--- src/rtl/span_pkg.sv ---
package span_pkg;

  // Number of channel slots in the register map.
  localparam int unsigned MAX_CH = 4;
  // Width of one half of a status word.
  localparam int unsigned HALF_W = 16;
  // Width of the decoded word index (byte address bits 11:2).
  localparam int unsigned WIDX_W = 10;

  // Word indices (byte offset divided by four).
  localparam logic [WIDX_W-1:0] WI_LIVE_LO = 10'h0A0;  // 0x280
  localparam logic [WIDX_W-1:0] WI_LIVE_HI = 10'h0A1;  // 0x284
  localparam logic [WIDX_W-1:0] WI_CLEAR   = 10'h0A3;  // 0x28C
  localparam logic [WIDX_W-1:0] WI_SPAN0   = 10'h0A4;  // 0x290

  typedef logic [2*HALF_W-1:0] word_t;

  function automatic word_t pack_halves(input logic [HALF_W-1:0] lo,
                                        input logic [HALF_W-1:0] hi);
    return {hi, lo};
  endfunction

endpackage

--- src/rtl/span_rst_sync.sv ---
module span_rst_sync (
  input  logic clk,
  input  logic rst_n,
  output logic rst_sn
);

  logic stage_q;
  logic out_q;

  always_ff @(posedge clk or negedge rst_n) begin
    if (!rst_n) begin
      stage_q <= 1'b0;
      out_q   <= 1'b0;
    end else begin
      stage_q <= 1'b1;
      out_q   <= stage_q;
    end
  end

  assign rst_sn = out_q;

endmodule

--- src/rtl/span_track.sv ---
module span_track #(
  parameter int unsigned SMP_W      = 14,
  parameter bit          SIGNED_CMP = 1'b0
) (
  input  logic             clk,
  input  logic             rst_n,
  input  logic             seed,
  input  logic [SMP_W-1:0] smp,
  output logic [SMP_W-1:0] lo_q,
  output logic [SMP_W-1:0] hi_q
);

  logic             below_lo;
  logic             above_hi;
  logic             lo_en;
  logic             hi_en;
  logic [SMP_W-1:0] lo_d;
  logic [SMP_W-1:0] hi_d;

  // Ordering of samples, chosen at build time.
  generate
    if (SIGNED_CMP) begin : g_signed
      assign below_lo = $signed(smp) < $signed(lo_q);
      assign above_hi = $signed(hi_q) < $signed(smp);
    end else begin : g_unsigned
      assign below_lo = smp < lo_q;
      assign above_hi = hi_q < smp;
    end
  endgenerate

  always_comb begin
    lo_en = seed | below_lo;
    hi_en = seed | above_hi;
    lo_d  = smp;
    hi_d  = smp;
  end

  always_ff @(posedge clk or negedge rst_n) begin
    if (!rst_n) begin
      lo_q <= '0;
      hi_q <= '0;
    end else begin
      if (lo_en) lo_q <= lo_d;
      if (hi_en) hi_q <= hi_d;
    end
  end

endmodule

--- src/rtl/span_apb.sv ---
module span_apb
  import span_pkg::*;
#(
  parameter int unsigned ADDR_W = 12,
  parameter int unsigned SMP_W  = 14
) (
  input  logic                    clk,
  input  logic                    rst_n,
  input  logic                    psel,
  input  logic                    penable,
  input  logic                    pwrite,
  input  logic [ADDR_W-1:0]       paddr,
  input  logic [31:0]             pwdata,
  input  logic [MAX_CH*SMP_W-1:0] live_all,
  input  logic [MAX_CH*SMP_W-1:0] lo_all,
  input  logic [MAX_CH*SMP_W-1:0] hi_all,
  output logic [31:0]             prdata,
  output logic                    pready,
  output logic                    clr_q
);

  localparam int unsigned IDX_W = ADDR_W - 2;

  logic             setup;
  logic [IDX_W-1:0] widx;
  word_t            rd_word;
  logic             clr_d;
  logic             rdy_d;
  logic             prdata_en;
  word_t            prdata_d;
  word_t            prdata_q;
  logic             rdy_q;
  logic             unused_bits;

  assign unused_bits = ^{pwdata[31:1], paddr[1:0]};

  always_comb begin
    setup = psel & ~penable;
    widx  = paddr[ADDR_W-1:2];
  end

  // Read word selection.
  always_comb begin
    rd_word = '0;
    if (widx == IDX_W'(WI_LIVE_LO)) begin
      rd_word = pack_halves(HALF_W'(live_all[0*SMP_W +: SMP_W]),
                            HALF_W'(live_all[1*SMP_W +: SMP_W]));
    end else if (widx == IDX_W'(WI_LIVE_HI)) begin
      rd_word = pack_halves(HALF_W'(live_all[2*SMP_W +: SMP_W]),
                            HALF_W'(live_all[3*SMP_W +: SMP_W]));
    end else begin
      for (int c = 0; c < MAX_CH; c++) begin
        if (widx == IDX_W'(WI_SPAN0) + IDX_W'(c)) begin
          rd_word = pack_halves(HALF_W'(lo_all[c*SMP_W +: SMP_W]),
                                HALF_W'(hi_all[c*SMP_W +: SMP_W]));
        end
      end
    end
  end

  // Next-state logic.
  always_comb begin
    rdy_d     = setup;
    clr_d     = setup & pwrite & (widx == IDX_W'(WI_CLEAR)) & pwdata[0];
    prdata_en = setup;
    prdata_d  = pwrite ? '0 : rd_word;
  end

  always_ff @(posedge clk or negedge rst_n) begin
    if (!rst_n) begin
      rdy_q    <= 1'b0;
      clr_q    <= 1'b0;
      prdata_q <= '0;
    end else begin
      rdy_q <= rdy_d;
      clr_q <= clr_d;
      if (prdata_en) prdata_q <= prdata_d;
    end
  end

  assign pready = rdy_q;
  assign prdata = prdata_q;

endmodule

--- src/rtl/span_watch.sv ---
module span_watch
  import span_pkg::*;
#(
  parameter int unsigned NUM_CH     = 4,
  parameter int unsigned SMP_W      = 14,
  parameter bit          SIGNED_CMP = 1'b0,
  parameter int unsigned ADDR_W     = 12
) (
  input  logic                    clk,
  input  logic                    rst_n,
  input  logic                    psel,
  input  logic                    penable,
  input  logic                    pwrite,
  input  logic [ADDR_W-1:0]       paddr,
  input  logic [31:0]             pwdata,
  output logic [31:0]             prdata,
  output logic                    pready,
  output logic                    pslverr,
  input  logic [NUM_CH*SMP_W-1:0] smp_in
);

  localparam int unsigned ALL_W = MAX_CH * SMP_W;

  logic             rst_sn;
  logic             init_q;
  logic             init_d;
  logic             clr_q;
  logic             seed;
  logic [ALL_W-1:0] live_all;
  logic [ALL_W-1:0] lo_all;
  logic [ALL_W-1:0] hi_all;

  span_rst_sync u_rst (
    .clk    (clk),
    .rst_n  (rst_n),
    .rst_sn (rst_sn)
  );

  // First-edge seeding after reset release.
  always_comb init_d = 1'b0;

  always_ff @(posedge clk or negedge rst_sn) begin
    if (!rst_sn) init_q <= 1'b1;
    else         init_q <= init_d;
  end

  assign seed = init_q | clr_q;

  generate
    for (genvar c = 0; c < MAX_CH; c++) begin : g_ch
      if (c < NUM_CH) begin : g_on
        assign live_all[c*SMP_W +: SMP_W] = smp_in[c*SMP_W +: SMP_W];
        span_track #(
          .SMP_W      (SMP_W),
          .SIGNED_CMP (SIGNED_CMP)
        ) u_track (
          .clk   (clk),
          .rst_n (rst_sn),
          .seed  (seed),
          .smp   (smp_in[c*SMP_W +: SMP_W]),
          .lo_q  (lo_all[c*SMP_W +: SMP_W]),
          .hi_q  (hi_all[c*SMP_W +: SMP_W])
        );
      end else begin : g_off
        assign live_all[c*SMP_W +: SMP_W] = '0;
        assign lo_all[c*SMP_W +: SMP_W]   = '0;
        assign hi_all[c*SMP_W +: SMP_W]   = '0;
      end
    end
  endgenerate

  span_apb #(
    .ADDR_W (ADDR_W),
    .SMP_W  (SMP_W)
  ) u_bus (
    .clk      (clk),
    .rst_n    (rst_sn),
    .psel     (psel),
    .penable  (penable),
    .pwrite   (pwrite),
    .paddr    (paddr),
    .pwdata   (pwdata),
    .live_all (live_all),
    .lo_all   (lo_all),
    .hi_all   (hi_all),
    .prdata   (prdata),
    .pready   (pready),
    .clr_q    (clr_q)
  );

  assign pslverr = 1'b0;

endmodule

--- config.mk ---
export PLATFORM = sky130hd
export DESIGN_NAME = span_watch
export DESIGN_NICKNAME = d
export VERILOG_FILES = /design/src/rtl/span_pkg.sv /design/src/rtl/span_rst_sync.sv /design/src/rtl/span_track.sv /design/src/rtl/span_apb.sv /design/src/rtl/span_watch.sv
export SDC_FILE = /design/constraint.sdc
export NUM_CORES = 1
export LEC_CHECK = 0
export ABC_AREA = 1
export CAP_MARGIN = 20
export CORE_MARGIN = 10
export CORE_UTILIZATION = 35
export DETAILED_ROUTE_END_ITERATION = 10
export GPL_TIMING_DRIVEN = 0
export MAX_ROUTING_LAYER = met4
export PLACE_DENSITY = 0.57
export SLEW_MARGIN = 30
export SYNTH_ARGS = -nofsm -noshare
export SYNTH_HDL_FRONTEND = slang
export SYNTH_SLANG_ARGS = --single-unit
--- constraint.sdc ---
create_clock -name clk -period 8.3 [get_ports clk]
set_input_delay 1.66 -clock clk [delete_from_list [all_inputs] [get_ports clk]]
set_output_delay 1.66 -clock clk [all_outputs]
set_load 0.05 [all_outputs]
==> results of run 1 <==
[through the flow]
| stage | setup slack (ns) | instance area, sq um | hold WS [ns] | util (%) |
|---|---|---|---|---|
| floorplan | 3.96 | 9990 | 0.331 | - |
| global placement | 1.87 | 11500 | 0.336 | 41.0 |
| detailed placement | 4.22 | 11500 | 0.340 | 41.3 |
| CTS | 4.65 | 12100 | 0.356 | 43.4 |
| global route | 4.46 | 12100 | 0.356 | 43.4 |
| finish | 4.71 | 12100 | 0.343 | 43.4 |
[sequential cells by signal, indices dropped and copies added (netlist names)]
signal                  count
g_ch.g_on.u_track.lo_q     56
u_bus.clr_q                 1
u_bus.prdata               28
init_q                      1
u_rst.rst_sn                1
u_rst.stage_q               1
u_bus.pready                1
g_ch.g_on.u_track.hi_q     56
[cell type report]
class / instances / area (sq um)
Inverter: 159 / 597
Sequential cell: 145 / 3630
Multi-Input combinational cell: 1007 / 5350
Buffer: 67 / 417
Clock inverter: 9 / 106
Tap cell: 378 / 473
Clock buffer: 23 / 478
Timing Repair Buffer: 103 / 1070
Fill cell: 2924 / 15800
[cells in the mapped netlist]
cell      number  area [sq um]
a21boi_0       1          7.51
a21oi_1       53           265
buf_1          2          7.51
buf_2         29           145
buf_4         14           105
buf_6         10           113
clkbuf_1      11          41.3
clkbuf_2       1          5.00
conb_1         2          7.51
dfrtp_1      144          3600
dfstp_2        1          26.3
ha_1         104          1300
inv_1        154           578
inv_2          5          18.8
nand2_1      417          1570
nand2_2        9          56.3
nand3_1      201          1010
nand3_2        2          20.0
nand4_1        9          56.3
nor2_1        83           312
nor2_2         6          37.5
nor2_4         1          11.3
nor3_1         3          15.0
nor3_4         1          16.3
nor4_1         5          31.3
o211ai_1      28           210
o21a_1         9          67.6
o21ai_0       41           205
o21ai_1       27           135
[worst paths after layout]
kind	startpoint	end	slack (ns)	depth (start not counted)
setup reg to reg	g_ch[0].g_on.u_track.lo_q[13]	g_ch[0].g_on.u_track.lo_q[9]	6.10	10
hold / removal	u_rst.rst_sn	g_ch[3].g_on.u_track.lo_q[6]	0.34	0
setup / recovery	smp_in[13]	g_ch[0].g_on.u_track.lo_q[9]	4.71	10
max in group asynchronous	rst_n	u_rst.rst_sn	6.79	1
hold reg to reg	u_rst.rst_sn	g_ch[3].g_on.u_track.lo_q[6]	0.34	0
min in group clk	u_rst.stage_q	u_rst.rst_sn	0.35	0
[cells in the final DEF (no fill, tap or decap), types with 2 or more instances in the layout]
cell type,synthesis,layout
dfrtp_1,144,143
clkbuf_1,11,14
buf_2,29,29
buf_4,14,14
nand3_2,2,2
buf_6,10,10
clkbuf_16,0,17
clkdlybuf4s50_1,0,100
nor4_1,5,5
nor2_1,83,83
o21ai_0,41,41
bufinv_16,0,2
nand3_1,201,201
nor3_1,3,3
nor2_2,6,6
o21ai_1,27,27
buf_12,0,2
o21a_1,9,9
conb_1,2,7
ha_1,104,104
nand4_1,9,9
clkinv_2,0,3
nand2_2,9,9
inv_1,154,154
clkinvlp_4,0,3
a21oi_1,53,53
o211ai_1,28,28
clkbuf_8,0,3
buf_1,2,2
nand2_1,417,417
inv_2,5,5
[layer usage]
layer	GRT usage, %	wire length, microns	vias to the layer above
li1	-	-	4718
met1	27.6	17300	4416
met2	29.3	15000	305
met3	2.64	1620	48
met4	7.33	992	0
met5	-	0	-
[power by group]
group	switching (W)	internal, W	total (W)
registers	0.000117	0.000804	0.000921
clock network	0.000319	0.000466	0.000786
logic	0.000351	0.000215	0.000567
[cell families (layout without fill, tap and decap cells)]
kind of cell	count (synthesis)	after routing
fa+ha+maj	104	104
simple gates	737	737
flops	145	145
buf+inv	226	361
compound gates	159	159
other cells	2	7
==> run_results.csv, run 1 <==
group,metric,value,unit
run_status,status,"finished, final reports clean",
layout,syn2layout_area_growth,21.5,%
detailed_routing,wl_per_cell,18.5,microns
sta,rsz0062_at_grt,"no",
clocking,cts-root-buf,"clkbuf_16",
setup_path,critPathSlowestCell,"clkdlybuf4s50_1",
floorplanning,core,27900,sq um
sta,relSlewSlack,54.3,%
synth,synth_xor_area_share,0,%
floorplanning,dieArea,35600,sq um
floorplanning,ios,139,
clocking,hold_buffers,0,
detailed_routing,route.detailed.drc,0,
layout,stdcell_count,1891,
setup_path,worst-path-buf-inv,2,
sta,worstMarginPinSlew,0.686,ns
setup_path,cp_common_cell,"nand2_1",
floorplanning,rows,61,
clocking,cts_tree,"yes",
run,cap_violations,0,
detailed_routing,viasPerCell,5.02,
place,placedCellCount,1859,
pwr,power.total,0.00227,W
grt,first_global_vias,9176,
hold_path,hold_class,"reg2async",
grt,grt_pass1_wl,53.8,mm
detailed_routing,drtIter0Drc,695,
place,place_congestion,0.934,
grt,gr-usage-all-layers,20.0,%
grt,grt-ovfl-total,0,
synth,synth-seq-area-share,36.4,%
synth,synth-seq-cells,145,
clocking,path_clk_slew,0.07,ns
setup_path,cp-start-kind,"input pin",
sta,fmax,278,MHz
synth,synth_area_per_cell,7.26,sq um
clocking,clock_sinks,145,
sta,layout_min_cycle_time,3.59,ns
layout,layout-drive-gt1-share,7.40,%
sta,fin_crit_sh,43.3,%
sta,setup-tns-final,0,ns
pwr,power_leakage,6.53,nW
synth,syn_area,9970,sq um
synth,synth_top_family_by_area,"simple AND/OR/NAND/NOR gates",
setup_path,cp_cell_sequence,"clkdlybuf4s50_1 > ha_1 > nand2_1 > nor4_1 > o21ai_1 > nand2_1 > nand2_2 > buf_2 > nand2_1 > nand2_1",
detailed_routing,vias,9487,
floorplanning,dieHeight,189,microns
grt,antenna_found_initial,0,
synth,ys_types,29,
synth,ys_warn_count,0,
sta,setup_viol,0,
setup_path,criticalPathCategory,"in2reg",
clocking,cts_buffers,17,
synth,synth-simple-area-share,31.4,%
synth,synth-compound-area-share,8.94,%
synth,synth-adder-area-share,13.1,%
layout,final_nets,1709,
synth,synth_cells,1373,
sta,skew,0.0109,ns
clocking,ctsHtreeMaxLevel,4,
setup_path,cp_max_fo,10,
pwr,p_per_area,188,nW/um^2
synth,synth.mux.area_fraction,0,%
detailed_routing,postRouteAntennaNets,0,
setup_path,required,8.62,ns
detailed_routing,wirelength,35.0,mm
floorplanning,initial_core_util,35.7,%
clocking,post_cts_buffers,0,
grt,grt_max_degree,42,
setup_path,worstPathArrival,3.91,ns
clocking,cts_buffer_depth,2,
layout,diodes,0,
sta,finalHoldViolations,0,
floorplanning,die_x,189,microns
sta,maxSlewViolCount,0,
place,io_buffers,100,
setup_path,max_stage_delay,0.55,ns
pwr,peakVddDrop,0.110,mV
clocking,clk_latency,0.43,ns
clocking,cts_resized,0,
detailed_routing,dr.pass1.iters,5,
setup_path,path_delay_family,"simple AND/OR/NAND/NOR gates",
place,dp.final_hpwl,27.8,mm
setup_path,cp-end-kind,"flop",
(Power assumes the default switching activity.)
==> run 2: changes to the inputs <==
==> constraint.sdc (replaced) <==
create_clock -name clk -period 3.6 [get_ports clk]
set_input_delay 0.72 -clock clk [delete_from_list [all_inputs] [get_ports clk]]
set_output_delay 0.72 -clock clk [all_outputs]
set_load 0.05 [all_outputs]
==> run 2 against run 1 <==
  * Die area is the same
  * Total power grew 140%
  * Largest power group unchanged
  * Via count grew 0.37%
  * Worst setup slack lost 3.7 ns
  * Global-route usage is essentially flat
  * Sequential power grew 130%
  * Critical path depth grew 1
  * Highest routed layer unchanged
  * Cell count is the same
==> run_results.csv, run 2 (same netlist as run 1, synthesis figures left out) <==
group,metric,value,unit
pwr,p_per_area,443,nW/um^2
detailed_routing,dr.pass1.iters,6,
hold_path,hold_class,"reg2async",
grt,antenna_found_initial,0,
layout,stdcell_count,1891,
sta,relSlewSlack,52.7,%
grt,grt_pass1_wl,54.0,mm
layout,diodes,0,
setup_path,cp-start-kind,"input pin",
sta,rsz0062_at_grt,"no",
sta,setup-tns-final,0,ns
layout,multi_input_area,5350,sq um
sta,layout_min_cycle_time,2.60,ns
sta,fmax,385,MHz
clocking,hold_buffers,0,
layout,fillers,2885,
detailed_routing,wirelength,35.2,mm
place,place_congestion,0.968,
layout,layout-drive-gt1-share,7.53,%
place,pre_cts_ws,0.530,ns
run,cap_violations,0,
layout,final_cell_mix,"417 x nand2_1, 201 x nand3_1, 154 x inv_1, 143 x dfrtp_1, 104 x ha_1",
run_status,status,"finished, final reports clean",
pwr,power_leakage,6.55,nW
setup_path,required,3.93,ns
clocking,clock_sinks,145,
floorplanning,core,27900,sq um
pwr,peakVddDrop,0.268,mV
sta,finalHoldViolations,0,
clocking,cts_buffer_depth,2,
floorplanning,initial_core_util,35.7,%
clocking,cts_resized,0,
setup_path,cp_max_fo,10,
clocking,cts_tree,"yes",
pwr,power_switching,0.00185,W
detailed_routing,vias,9522,
sta,worstMarginPinSlew,0.709,ns
detailed_routing,drtIter0Drc,745,
floorplanning,die_x,189,microns
clocking,post_cts_buffers,0,
sta,fin_crit_sh,72.2,%
pwr,power.total,0.00540,W
grt,grt-ovfl-total,0,
floorplanning,dieArea,35600,sq um
pwr,seq_power_share,39.2,%
layout,regArea,3630,sq um
sta,setup_viol,0,
layout,final_nets,1709,
sta,fin_ws,1.00,ns
pwr,clkPwrFrac,36.3,%
grt,first_global_vias,9209,
detailed_routing,wl_per_cell,18.6,microns
detailed_routing,viasPerCell,5.04,
layout,final_common_cell,"nand2_1",
floorplanning,rows,61,
setup_path,criticalPathCategory,"in2reg",
setup_path,cp-end-kind,"flop",
floorplanning,ios,139,
clocking,clk_latency,0.44,ns
clocking,cts_buffers,17,
detailed_routing,route.detailed.drc,0,
pwr,p_int,0.00355,W
layout,syn2layout_area_growth,22.2,%
setup_path,worstPathArrival,2.93,ns
clocking,path_clk_slew,0.07,ns
floorplanning,dieHeight,189,microns
pwr,switching_share,34.2,%
grt,grt_max_degree,46,
sta,skew,0.0105,ns
clocking,cts-root-buf,"clkbuf_16",
place,io_buffers,100,
grt,gr-usage-all-layers,20.0,%
detailed_routing,postRouteAntennaNets,0,
sta,maxSlewViolCount,0,
pwr,p_comb_share,24.4,%
sta,hold_slack,0.230,ns
place,placedCellCount,1859,
clocking,ctsHtreeMaxLevel,4,
place,dp.final_hpwl,27.9,mm
## run 2: changes by cell type in the layout (fill, tap and decap cells not counted)
cell | previous run | this run
clkbuf_8 | 3 | 2
buf_16 | 1 | 2
clkinvlp_4 | 3 | 5
inv_6 | 1 | 2
bufinv_16 | 2 | 4
clkinv_2 | 3 | 1
clkbuf_1 | 14 | 12
buf_12 | 2 | 1
## run 2: metal layers
metal / up-vias / GRT usage (%) / wire, microns
met5: - / - / 0
met4: 0 / 4.67 / 642
met3: 38 / 3.56 / 2240
met2: 321 / 30.2 / 15500
met1: 4447 / 27.4 / 16800
li1: 4716 / - / -
## run 2: critical path, stage by stage
cell and delay (ns):
clkdlybuf4s50_1 0.65, inv_1 0.09, ha_1 0.31, nand2_1 0.09, nor4_1 0.32, nand2_1 0.11
nand2_2 0.14, nand2_1 0.16, buf_4 0.22, nand2_1 0.06, nand2_1 0.06
## run 2: worst paths after layout
path	slack, ns	endpoint	start	depth (start not counted)
hold reg to reg	0.23	g_ch[3].g_on.u_track.lo_q[4]	u_rst.rst_sn	0
min in group clk	0.35	u_rst.rst_sn	u_rst.stage_q	0
max in group asynchronous	2.52	g_ch[0].g_on.u_track.hi_q[13]	u_rst.rst_sn	2
hold / removal	0.23	g_ch[3].g_on.u_track.lo_q[4]	u_rst.rst_sn	0
setup / recovery	1.00	g_ch[3].g_on.u_track.hi_q[11]	smp_in[55]	11
setup reg to reg	1.44	g_ch[0].g_on.u_track.lo_q[6]	g_ch[0].g_on.u_track.lo_q[13]	10
## run 2: metrics by stage
stage	area, sq um	util [%]
after floorplan	9990	-
after detailed placement	11500	41.3
final	12200	43.6
after global routing	12200	43.6
after global placement	11500	41.0
after CTS	12200	43.6
## run 2: power groups by stage
stage	Clock [W]	Combinational, W	Sequential [W]
floorplan	0	0.000882	0.00204
detailed placement	0	0.00132	0.00214
global route	0.00207	0.00152	0.00214
global placement	0	0.00123	0.00217
finish	0.00196	0.00132	0.00212
CTS	0.00199	0.00132	0.00211
## run 2: area by class of cell
type                            instances  share of cell area [%]
Buffer                                 67                    3.42
Multi-Input combinational cell       1007                    43.9
Timing Repair Buffer                  103                    8.84
Clock buffer                           20                    3.75
Clock inverter                         12                    1.48
Sequential cell                       145                    29.8
Tap cell                              378                    3.88
Inverter                              159                    4.90
==> run 3: changes to the inputs <==
--- a/config.mk
+++ b/config.mk
@@ -12,7 +12,7 @@
 export DETAILED_ROUTE_END_ITERATION = 10
 export GPL_TIMING_DRIVEN = 0
 export MAX_ROUTING_LAYER = met4
-export PLACE_DENSITY = 0.57
+export PLACE_DENSITY = 0.59
 export SLEW_MARGIN = 30
 export SYNTH_ARGS = -nofsm -noshare
 export SYNTH_HDL_FRONTEND = slang
==> constraint.sdc (replaced) <==
create_clock -name clk -period 2.31 [get_ports clk]
set_input_delay 0.462 -clock clk [delete_from_list [all_inputs] [get_ports clk]]
set_output_delay 0.462 -clock clk [all_outputs]
set_load 0.05 [all_outputs]
==> run 3 against run 2 <==
  * Die area is the same
  * Sequential share of layout area fell by 0.074 points
  * Global-route usage barely moved
  * Critical endpoint is now u_bus.prdata[6]
  * Largest power group unchanged
==> run_results.csv, run 3 (same netlist as run 1, synthesis figures left out) <==
group,metric,value,unit
setup_path,reg2reg_from,"u_bus.clr_q",
sta,fin_crit_sh,94.7,%
clocking,cts_buffer_depth,2,
layout,stdcell_count,1891,
setup_path,required,2.63,ns
detailed_routing,dr.pass1.iters,5,
sta,hold_slack,0.185,ns
setup_path,worstPathArrival,2.50,ns
place,io_buffers,100,
clocking,clock_sinks,145,
grt,grt_max_degree,47,
layout,design_area,12200,sq um
detailed_routing,viasPerCell,5.06,
setup_path,critical_path.endpoint,"u_bus.prdata[6]",
clocking,path_clk_slew,0.07,ns
place,dp.final_hpwl,27.6,mm
setup_path,cp_max_fo,10,
grt,grt-ovfl-total,0,
floorplanning,die_x,189,microns
hold_path,hold_class,"in2async",
detailed_routing,route.detailed.drc,0,
clocking,cts_buffers,17,
sta,maxSlewViolCount,0,
detailed_routing,drtIter0Drc,796,
run_status,status,"finished, final reports clean",
detailed_routing,postRouteAntennaNets,0,
place,placed_area,11500,sq um
sta,relSlewSlack,49.2,%
pwr,p_per_area,664,nW/um^2
run,cap_violations,0,
sta,rsz0062_at_grt,"yes",
grt,grt_pass1_wl,54.1,mm
sta,skew,0.0104,ns
setup_path,ff2ff_path_depth,5,
place,placedCellCount,1859,
floorplanning,dieHeight,189,microns
floorplanning,dieArea,35600,sq um
grt,antenna_found_initial,0,
layout,final_nets,1709,
clocking,cts_tree,"yes",
clocking,clk_latency,0.43,ns
sta,worstMarginPinSlew,0.761,ns
setup_path,cp-end-kind,"flop",
setup_path,r2r_slack,0.18,ns
layout,syn2layout_area_growth,22.5,%
sta,setup_viol,0,
layout,diodes,0,
pwr,peakVddDrop,0.402,mV
grt,gr-usage-all-layers,20.0,%
detailed_routing,wl_per_cell,18.3,microns
clocking,post_cts_buffers,0,
layout,layout-drive-gt1-share,7.73,%
layout,final_cell_mix,"415 x nand2_1, 201 x nand3_1, 154 x inv_1, 143 x dfrtp_1, 104 x ha_1",
setup_path,startpoint,"paddr[5]",
setup_path,cp-start-kind,"input pin",
grt,first_global_vias,9347,
setup_path,rr_endpoint,"g_ch[2].g_on.u_track.lo_q[11]",
place,place_congestion,1.03,
detailed_routing,vias,9567,
clocking,cts-root-buf,"clkbuf_16",
detailed_routing,wirelength,34.5,mm
floorplanning,rows,61,
sta,fmax,457,MHz
floorplanning,core,27900,sq um
layout,final_common_cell,"nand2_1",
pwr,power.total,0.00810,W
pwr,power_leakage,6.77,nW
floorplanning,initial_core_util,35.7,%
floorplanning,ios,139,
sta,finalHoldViolations,0,
clocking,ctsHtreeMaxLevel,4,
setup_path,criticalPathCategory,"in2reg",
sta,layout_min_cycle_time,2.19,ns
==> run 3: changes by cell type in the layout (fill, tap and decap cells not counted), sizes merged <==
cell / before / now
clkinv: 1 / 3
dlymetal6s2s: 0 / 25
inv: 161 / 160
clkbuf: 32 / 34
bufinv: 4 / 2
clkinvlp: 5 / 4
dlygate4sd2: 0 / 1
clkdlybuf4s50: 100 / 74
==> run 3: final cells by class <==
type	count	area [sq um]
clock inverter	10	114
tap	378	473
clock buffer	22	454
multi-input combinational	1007	5370
timing repair buffer	103	1140
inverter	159	597
sequential	145	3630
fill	2950	15700
buffer	67	427
==> run 3: worst min path at each step <==
stage	end	startpoint
after global routing	u_rst.rst_sn	rst_n
final	u_rst.rst_sn	rst_n
after detailed placement	g_ch[3].g_on.u_track.lo_q[8]	u_rst.rst_sn
after global placement	u_rst.rst_sn	u_rst.stage_q
after CTS	u_rst.rst_sn	rst_n
after floorplan	u_rst.stage_q	rst_n
==> run 3: repair_timing <==
action                     CTS  global route
pin swaps                    0             0
hold buffers                 0             0
gates resized for setup      2            37
setup endpoints to repair   20            83
==> run 3: where the power goes <==
group / internal, W / switching [W] / leakage [nW] / total [W]
clock: 0.00162 / 0.00117 / 0.267 / 0.00278
sequential: 0.00289 / 0.000371 / 1.78 / 0.00326
combinational: 0.000779 / 0.00128 / 4.72 / 0.00206
==> run 3: per-stage QoR <==
stage	TNS (ns)	setup WS (ns)	utilization [%]
2_1_floorplan	0	0.554	-
3_3_place_gp	-37.41	-0.520	41.0
3_5_place_dp	-39.57	-0.519	41.3
4_1_cts	0	0.0153	43.4
5_1_grt	0	0.00342	43.7
6_report	0	0.123	43.7
==> run 3: critical path: stages <==
cell and delay, ns:
clkdlybuf4s50_1 0.48, inv_1 0.06, nand2_1 0.11, nor2_1 0.09, nand3_2 0.16, clkbuf_1 0.49, nand3_1 0.27, nand2_1 0.11
nand3_1 0.12, nand2_1 0.10, nand2_1 0.05
==> run 3: routing by layer <==
metal | vias up | global-route usage, % | share of wire (%)
li1 | 4716 | - | -
met1 | 4499 | 27.2 | 49
met2 | 302 | 29.7 | 44
met3 | 50 | 2.92 | 4.8
met4 | 0 | 6.96 | 3.0
met5 | - | - | 0
